## config.mk

```make
export PLATFORM = sky130hd
export DESIGN_NAME = prio_rr_arbiter
export DESIGN_NICKNAME = d
export VERILOG_FILES = /design/src/rtl/prr_pkg.sv /design/src/rtl/prr_level_filter.sv /design/src/rtl/prr_rotate_pick.sv /design/src/rtl/prr_last_ptr.sv /design/src/rtl/prio_rr_arbiter.sv
export SDC_FILE = /design/constraint.sdc
export NUM_CORES = 1
export LEC_CHECK = 0
export CAP_MARGIN = 20
export CORE_MARGIN = 8
export CORE_UTILIZATION = 41
export CTS_CLUSTER_DIAMETER = 150
export DETAILED_ROUTE_END_ITERATION = 12
export MAX_ROUTING_LAYER = met4
export PLACE_DENSITY = 0.66
export SKIP_LAST_GASP = 1
export SYNTH_ARGS = -nofsm -noshare
export SYNTH_HDL_FRONTEND = slang
export SYNTH_SLANG_ARGS = --single-unit
```

## constraint.sdc

```tcl
create_clock -name clk -period 7.9 [get_ports clk]
set_clock_uncertainty 0.2 [all_clocks]
set_input_delay 1.185 -clock clk [delete_from_list [all_inputs] [get_ports clk]]
set_output_delay 1.185 -clock clk [all_outputs]
set_load 0.01 [all_outputs]
```

## src/rtl/prr_pkg.sv

```systemverilog
package prr_pkg;
   localparam int MAX_CH  = 16;
   localparam int CH_W    = $clog2(MAX_CH);
   localparam int LVL_W   = 3;
   localparam int NUM_LVL = 1 << LVL_W;

   typedef logic [MAX_CH-1:0] ch_vec_t;
   typedef logic [CH_W-1:0]   ch_idx_t;
   typedef logic [LVL_W-1:0]  lvl_t;

   function automatic lvl_t level_of(input logic [MAX_CH*LVL_W-1:0] table_v,
                                     input int ch);
      return table_v[ch*LVL_W +: LVL_W];
   endfunction
endpackage

```

## src/rtl/prr_level_filter.sv

```systemverilog
module prr_level_filter
   import prr_pkg::*;
#(
   parameter int                        N_PORTS    = MAX_CH,
   parameter logic [MAX_CH*LVL_W-1:0]   PORT_LEVEL = '0
) (
   input  ch_vec_t req,
   output logic    any_req,
   output lvl_t    top_lvl,
   output ch_vec_t top_vec,
   output ch_vec_t live_vec
);
   ch_vec_t              port_en;
   ch_vec_t              lvl_vec [NUM_LVL];
   logic [NUM_LVL-1:0]   lvl_hit;

   genvar gc, gl;
   generate
      for (gc = 0; gc < MAX_CH; gc++) begin : g_en
         if (gc < N_PORTS) begin : g_on
            assign port_en[gc] = 1'b1;
         end else begin : g_off
            assign port_en[gc] = 1'b0;
         end
      end
   endgenerate

   assign live_vec = req & port_en;

   generate
      for (gl = 0; gl < NUM_LVL; gl++) begin : g_lvl
         ch_vec_t member;
         for (gc = 0; gc < MAX_CH; gc++) begin : g_mem
            assign member[gc] = (level_of(PORT_LEVEL, gc) == lvl_t'(gl));
         end
         assign lvl_vec[gl] = live_vec & member;
         assign lvl_hit[gl] = |lvl_vec[gl];
      end
   endgenerate

   always_comb begin
      top_lvl = '0;
      for (int l = 0; l < NUM_LVL; l++) begin
         if (lvl_hit[l]) top_lvl = lvl_t'(l);
      end
   end

   assign any_req = |lvl_hit;
   assign top_vec = lvl_vec[top_lvl];
endmodule

```

## src/rtl/prr_rotate_pick.sv

```systemverilog
module prr_rotate_pick
   import prr_pkg::*;
#(
   parameter bit USE_MASK = 1'b1
) (
   input  logic    clk,
   input  logic    rst_n,
   input  ch_vec_t vec,
   input  ch_idx_t start,
   output logic    found,
   output ch_idx_t idx
);
   generate
      if (USE_MASK) begin : g_mask
         ch_vec_t upper;
         ch_idx_t lo_up, lo_all;
         always_comb begin
            for (int i = 0; i < MAX_CH; i++) upper[i] = vec[i] && (ch_idx_t'(i) >= start);
            lo_up  = '0;
            lo_all = '0;
            for (int i = MAX_CH-1; i >= 0; i--) begin
               if (upper[i]) lo_up  = ch_idx_t'(i);
               if (vec[i])   lo_all = ch_idx_t'(i);
            end
         end
         assign found = |vec;
         assign idx   = (|upper) ? lo_up : lo_all;
      end else begin : g_scan
         ch_idx_t cand;
         always_comb begin
            found = 1'b0;
            idx   = '0;
            cand  = '0;
            for (int k = 0; k < MAX_CH; k++) begin
               cand = start + ch_idx_t'(k);
               if (!found && vec[cand]) begin
                  found = 1'b1;
                  idx   = cand;
               end
            end
         end
      end
   endgenerate

   // no set bit is skipped between the start and the pick
   always @(posedge clk) begin
      if (rst_n && found) begin
         a_r2_picked_set: assert (vec[idx]);
         for (int k = 0; k < MAX_CH; k++) begin
            if (ch_idx_t'(k) < ch_idx_t'(idx - start))
               a_r2_no_skip: assert (!vec[ch_idx_t'(start + ch_idx_t'(k))]);
         end
      end
   end
endmodule

```

## src/rtl/prr_last_ptr.sv

```systemverilog
module prr_last_ptr
   import prr_pkg::*;
(
   input  logic    clk,
   input  logic    rst_n,
   input  logic    load,
   input  ch_idx_t nxt,
   output ch_idx_t last
);
   localparam ch_idx_t RESET_PTR = ch_idx_t'(MAX_CH - 1);

   always_ff @(posedge clk or negedge rst_n) begin
      if (!rst_n)    last <= RESET_PTR;
      else if (load) last <= nxt;
   end
endmodule

```

## src/rtl/prio_rr_arbiter.sv

```systemverilog
module prio_rr_arbiter
   import prr_pkg::*;
#(
   parameter int                      N_PORTS    = MAX_CH,
   parameter logic [MAX_CH*LVL_W-1:0] PORT_LEVEL = '0,
   parameter bit                      USE_MASK   = 1'b1
) (
   input  logic                  clk,
   input  logic                  rst_n,
   input  logic [MAX_CH-1:0]     req,
   input  logic                  accept,
   output logic                  gnt_valid,
   output logic [CH_W-1:0]       gnt_idx,
   output logic [LVL_W-1:0]      gnt_lvl
);
   generate
      if (N_PORTS < 1 || N_PORTS > MAX_CH) begin : g_bad_ports
         $error("prio_rr_arbiter: N_PORTS out of range");
      end
      if ((1 << CH_W) != MAX_CH) begin : g_bad_width
         $error("prio_rr_arbiter: channel space must be a power of two");
      end
   endgenerate

   logic    any_req, found;
   lvl_t    top_lvl;
   ch_vec_t top_vec, live_vec;
   ch_idx_t last, pick;

   prr_level_filter #(.N_PORTS(N_PORTS), .PORT_LEVEL(PORT_LEVEL)) u_filter (
      .req(req), .any_req(any_req), .top_lvl(top_lvl),
      .top_vec(top_vec), .live_vec(live_vec)
   );

   prr_rotate_pick #(.USE_MASK(USE_MASK)) u_pick (
      .clk(clk), .rst_n(rst_n), .vec(top_vec), .start(last + ch_idx_t'(1)),
      .found(found), .idx(pick)
   );

   prr_last_ptr u_ptr (
      .clk(clk), .rst_n(rst_n), .load(gnt_valid && accept),
      .nxt(gnt_idx), .last(last)
   );

   assign gnt_valid = any_req && found;
   assign gnt_idx   = gnt_valid ? pick    : '0;
   assign gnt_lvl   = gnt_valid ? top_lvl : '0;

   always @(posedge clk) begin
      if (rst_n) begin
         if (gnt_valid) begin
            a_r3_in_range: assert (int'(gnt_idx) < N_PORTS && req[gnt_idx]);
            a_r4_level_match: assert (gnt_lvl == level_of(PORT_LEVEL, int'(gnt_idx)));
            for (int i = 0; i < MAX_CH; i++) begin
               if (live_vec[i])
                  a_r1_none_stronger: assert (level_of(PORT_LEVEL, i) <= gnt_lvl);
            end
         end
      end
   end

   a_r5_idle_zero: assert property (@(posedge clk) disable iff (!rst_n)
      (live_vec == '0) |-> (!gnt_valid && gnt_idx == '0 && gnt_lvl == '0));
   a_r6_ptr_follows: assert property (@(posedge clk) disable iff (!rst_n)
      (gnt_valid && accept) |=> (last == $past(gnt_idx)));
   a_r6_ptr_holds: assert property (@(posedge clk) disable iff (!rst_n)
      !(gnt_valid && accept) |=> $stable(last));
endmodule

```

-- After elaboration in Yosys (flattened, before gate mapping)
Cells that the tools add are included.
- word-level logic and storage cells: 71
- bits of input ports: 19
- flip-flop bits (word level): 4
- reduce and logical (&&, ||, !) cells: 19
- $add $sub $neg: 1
- muxes and demuxes: 34
- $lt $le $gt $ge: 16
- operators by type and width (operator ; number):
    $mux W4 ; 34
    $ge A4 B4 Y1 const A ; 8
    $reduce_or A16 Y1 ; 2
    $logic_and A1 B1 Y1 ; 17
    $ge A3 B4 Y1 const A ; 4
    $ge A1 B4 Y1 const A ; 2
    $ge A2 B4 Y1 const A ; 2
    $add A4 B1 Y4 const B ; 1

-- Logic depth before layout (Yosys ltp)
- depth after elaboration: 21
- depth in mapped cells: 10
- mapped depth without buffers: 9

-- By module
A second synthesis with hierarchy kept.
- cells, all modules: 167
- area total of the unflattened synthesis: 1158.6 um2
- modules (own cells, without submodules) (module ; cells each ; area an instance (um2) ; instances):
    prr_rotate_pick ; 104 ; 610.6 ; 1
    prr_level_filter ; 41 ; 297.8 ; 1
    prr_last_ptr ; 8 ; 150.1 ; 1
    prio_rr_arbiter ; 14 ; 100.1 ; 1

-- Worst setup path after synthesis
Ideal clock, no wire load.
- path type: input to output
- start: input req[2]
- end: output gnt_idx[3]
- buffers on the path: 1
- stages: 5
- arrival: 2.384 ns
- path slack: 4.131 ns
- cells stage by stage: clkbuf_1 > nor4_1 > nand2_1 > or3_1 > and2_1
- elaborated cells between the ends (all ways): 11
- classes of those cells: mux (8); reduce/logical (3)
- RTL lines (what ; line ; RTL):
    start, declared ; prio_rr_arbiter.sv:10 ; input logic [MAX_CH-1:0] req,
    $reduce_or A16 Y1 ; prr_level_filter.sv:37, prr_rotate_pick.sv:26 ;
    net gnt_valid ; prio_rr_arbiter.sv:12 ; output logic gnt_valid,
    $mux W4 ; prio_rr_arbiter.sv:46 ; assign gnt_idx = gnt_valid ? pick : '0;
    end, declared ; prio_rr_arbiter.sv:13 ; output logic [CH_W-1:0] gnt_idx,
The timed path passes the listed nets, and every way through them passes these cells.

-- Worst setup path after layout
- start: input req[15]
- end: output gnt_idx[0]
- word-level cells in the longest chain between the ends: 19
- elaborated cells between the ends (all ways): 37
- classes of those cells: mux (34); reduce/logical (3)
- ends and longest elaborated chain (what ; line ; RTL):
    $logic_and A1 B1 Y1 ; prr_rotate_pick.sv:18 ; for (int i = 0; i < MAX_CH; i++) upper[i] = vec[i] && (ch_idx_t'(i) >= start);
    $mux W4 (16 in series) ; prr_rotate_pick.sv:22 ; if (upper[i]) lo_up = ch_idx_t'(i);
    $mux W4 ; prr_rotate_pick.sv:27 ; assign idx = (|upper) ? lo_up : lo_all;
    $mux W4 * ; prio_rr_arbiter.sv:46 ;
Every way passes the cells marked *; elsewhere a longest branch is shown, timed or not.

==> results.md <==
* Synth Area in Simple Gates at 26.23%
* ANT cells at 0
* Worst Path Arrival at 3.52 ns
* Share of the synthesized area in the top cell type at about 11%
* MaxCap Viol Count at 0
* Vias in the first global route at between 1,000 and 1,500
* Nets at around 180
* Xor/xnor cell area share of the yosys netlist at approximately 3.6%
* Hold Path Class: reg -> reg
* PD cells at roughly 380 nW/um^2
* Largest family of logic cells by synthesized area: compound AO/OA/AOI/OAI gates
* Commonest non-fill, non-tap cell in the layout: clkdlybuf4s50_1
* Final Hold Vio Count at 0
* H-tree level count at 1
* Synthesized area per cell at slightly below 7 sq um
* Clk_lat worst skew at approximately 0.24 ns
* Initial antenna violation count at 0
* Ys flop type: dfstp_2
* Mapped cell area at ~940 sq um
* Drt drc at 0
* Post-CTS Setup Inserts at 0
* Clock Root Buffer: clkbuf_4
* ANT nets after route at 0
* Placed insts at 182
* CP required at between 6 and 7 ns
* Seq/Total Area, Yosys at ~11%
* Initial core utilization at 43.12%
* Post-synth EDFFs at 0
* Leak pwr at 0.0004612 uW
* Area leader, netlist: dfstp_2
* 1st-pass router iterations at 4
* Die height at approximately 64 um
* Initial drt markers at 71
* Pin count of the biggest net entering global routing at 11
* Final Max Slew Viols at 0
* Vias per inst at 5.968
* Peak VDD IR at about 0.25 mV
* Die ar. at a little over 4000 sq um
* CTS Buf Count at 3
* First-pass GRT wire length at 4823 um
* Longest Clk Path Bufs at 2
* Area contributors post-synth: dfstp_2 (11%), a21oi_1 (6.4%), nand2_1 (5.2%)
* Largest register FFs at 4
* Fmax at just over 0.2 GHz
* Reg clk slew, reported paths at ~0.040 ns
* Post-CTS Resized at 0
* Placement row count at 17
* WS Path Type: in -> out
* Yosys warning total at 0
* Worst R2R Setup Slack at around 5.1 ns
* Mux contribution to synthesized area at between 2 and 2.5%
* Fin Setup TNS at 0 ns
* Placer Congestion at slightly above 1
* Unrepaired setup endpoints after global routing: no
* Critical Path Source Type: input pin
* Post-Place Worst Slack at approximately 3.0 ns
* Fin util at ~55%
* Tot GR Track Use at about 14%
* Compound-Gate Fraction of Synth Area at a little over two fifths
* Crit share post-route at between 60% and 70%
* Total power at roughly 460 uW
* Final WL at roughly 2900 um
* Post-CTS Hold Fix Bufs at 0
* IO Port Bufs at 23
* Synth cell types at 48
* Die X-Extent at around 64 um
* Via count at about 1,100
* Core area at roughly 2200 sq um
* FF+latch count, synth at 4
* IO Pins at 27
* Crit path max fanout at 5
* Hpwl dp at ~2400 um
* Crit. End Element: primary output
* Status: finished clean
* Gr ovfl total at 0
* Largest Register: u_ptr.last
* Layout Area Growth over Synthesis at 26.89%
* Final Worst Setup Slack at about 3.0 ns
* Synth Area in Adders at under 10%
* CTS Sinks at 4
* Non-filler cells, final at 185
* Fraction of registers with async set/reset at 100.0%
* Most frequent cells in the layout: clkdlybuf4s50_1 (23), nand2_1 (13), inv_1 (12), a21oi_1 (12), o21ai_0 (9)
* Post-Syn Instances at 136
* TritonCTS clock tree: built
* Final setup fails at 0
* Ratio of cells with drive above 1 in the final layout at 11.46%
* DR WL/cell at ~15 um
* Period minus WS final at just under 5 ns
* Registers with the most flip-flops: u_ptr.last: 4 flops
==> through the flow <==
stage	hold slack (ns)	area, sq um
global route	0.3952	1199
detailed placement	0.3559	1176
CTS	0.3628	1199
finish	0.3658	1199
global placement	0.3476	1176
floorplan	0.3186	952.2
==> per-layer routing <==
| layer | GRT usage [%] | up-vias | routed length [um] |
|---|---|---|---|
| met5 | - | - | 0 |
| met4 | 2.507 | 0 | 0 |
| met3 | 2.962 | 0 | 186 |
| met2 | 23.71 | 36 | 1364 |
| met1 | 17.99 | 518 | 1314 |
| li1 | - | 550 | - |
==> cell usage after synthesis, types with 4 or more instances <==
cell type,n
a31oi_1,4
dfstp_2,4
nor2_1,6
buf_4,4
a21oi_1,12
nand2_1,13
inv_1,12
o21ai_0,9
nor3_1,4
nand3_1,4
nor4_1,4
==> kinds of logic after synthesis <==
kind of cell / count (synthesis)
fa+ha+maj: 3
simple gates: 48
flops: 4
buf+inv: 19
xor+xnor: 3
other cells: 1
compound gates: 56
mux: 2
==> final timing paths <==
path / end / start / cells after the start
max: gnt_idx[0] / req[15] / 9
min: u_ptr.last[0] / u_ptr.last[0] / 2
max reg2reg: u_ptr.last[0] / u_ptr.last[0] / 8
min reg2reg: u_ptr.last[0] / u_ptr.last[0] / 2
max in group asynchronous: u_ptr.last[1] / rst_n / 1
min in group asynchronous: u_ptr.last[2] / rst_n / 1
==> power by group <==
group          total, uW  internal [uW]  switching, uW
logic                370            171            200
registers           61.0           39.3           21.7
clock network       25.3           17.0           8.31
total                457            227            230
==> final cells by class <==
cell class | instances | area, sq um
clock buffers | 3 | 22.52
fillers | 216 | 992.2
inverters | 12 | 45.04
multi-input cells | 115 | 760.7
flip-flops and latches | 4 | 105.1
well taps | 28 | 35.03
repair buffers | 23 | 230.2
==> critical path, stage by stage <==
cell             delay [ns]
clkdlybuf4s50_1        0.53
nor2b_1                0.19
o21bai_1               0.08
a21oi_1                0.15
nor4_1                 0.08
o41a_1                 0.37
or3_1                  0.33
nand2_1                0.07
clkdlybuf4s50_1        0.54
No activity file was read; power rests on OpenSTA's default activity.
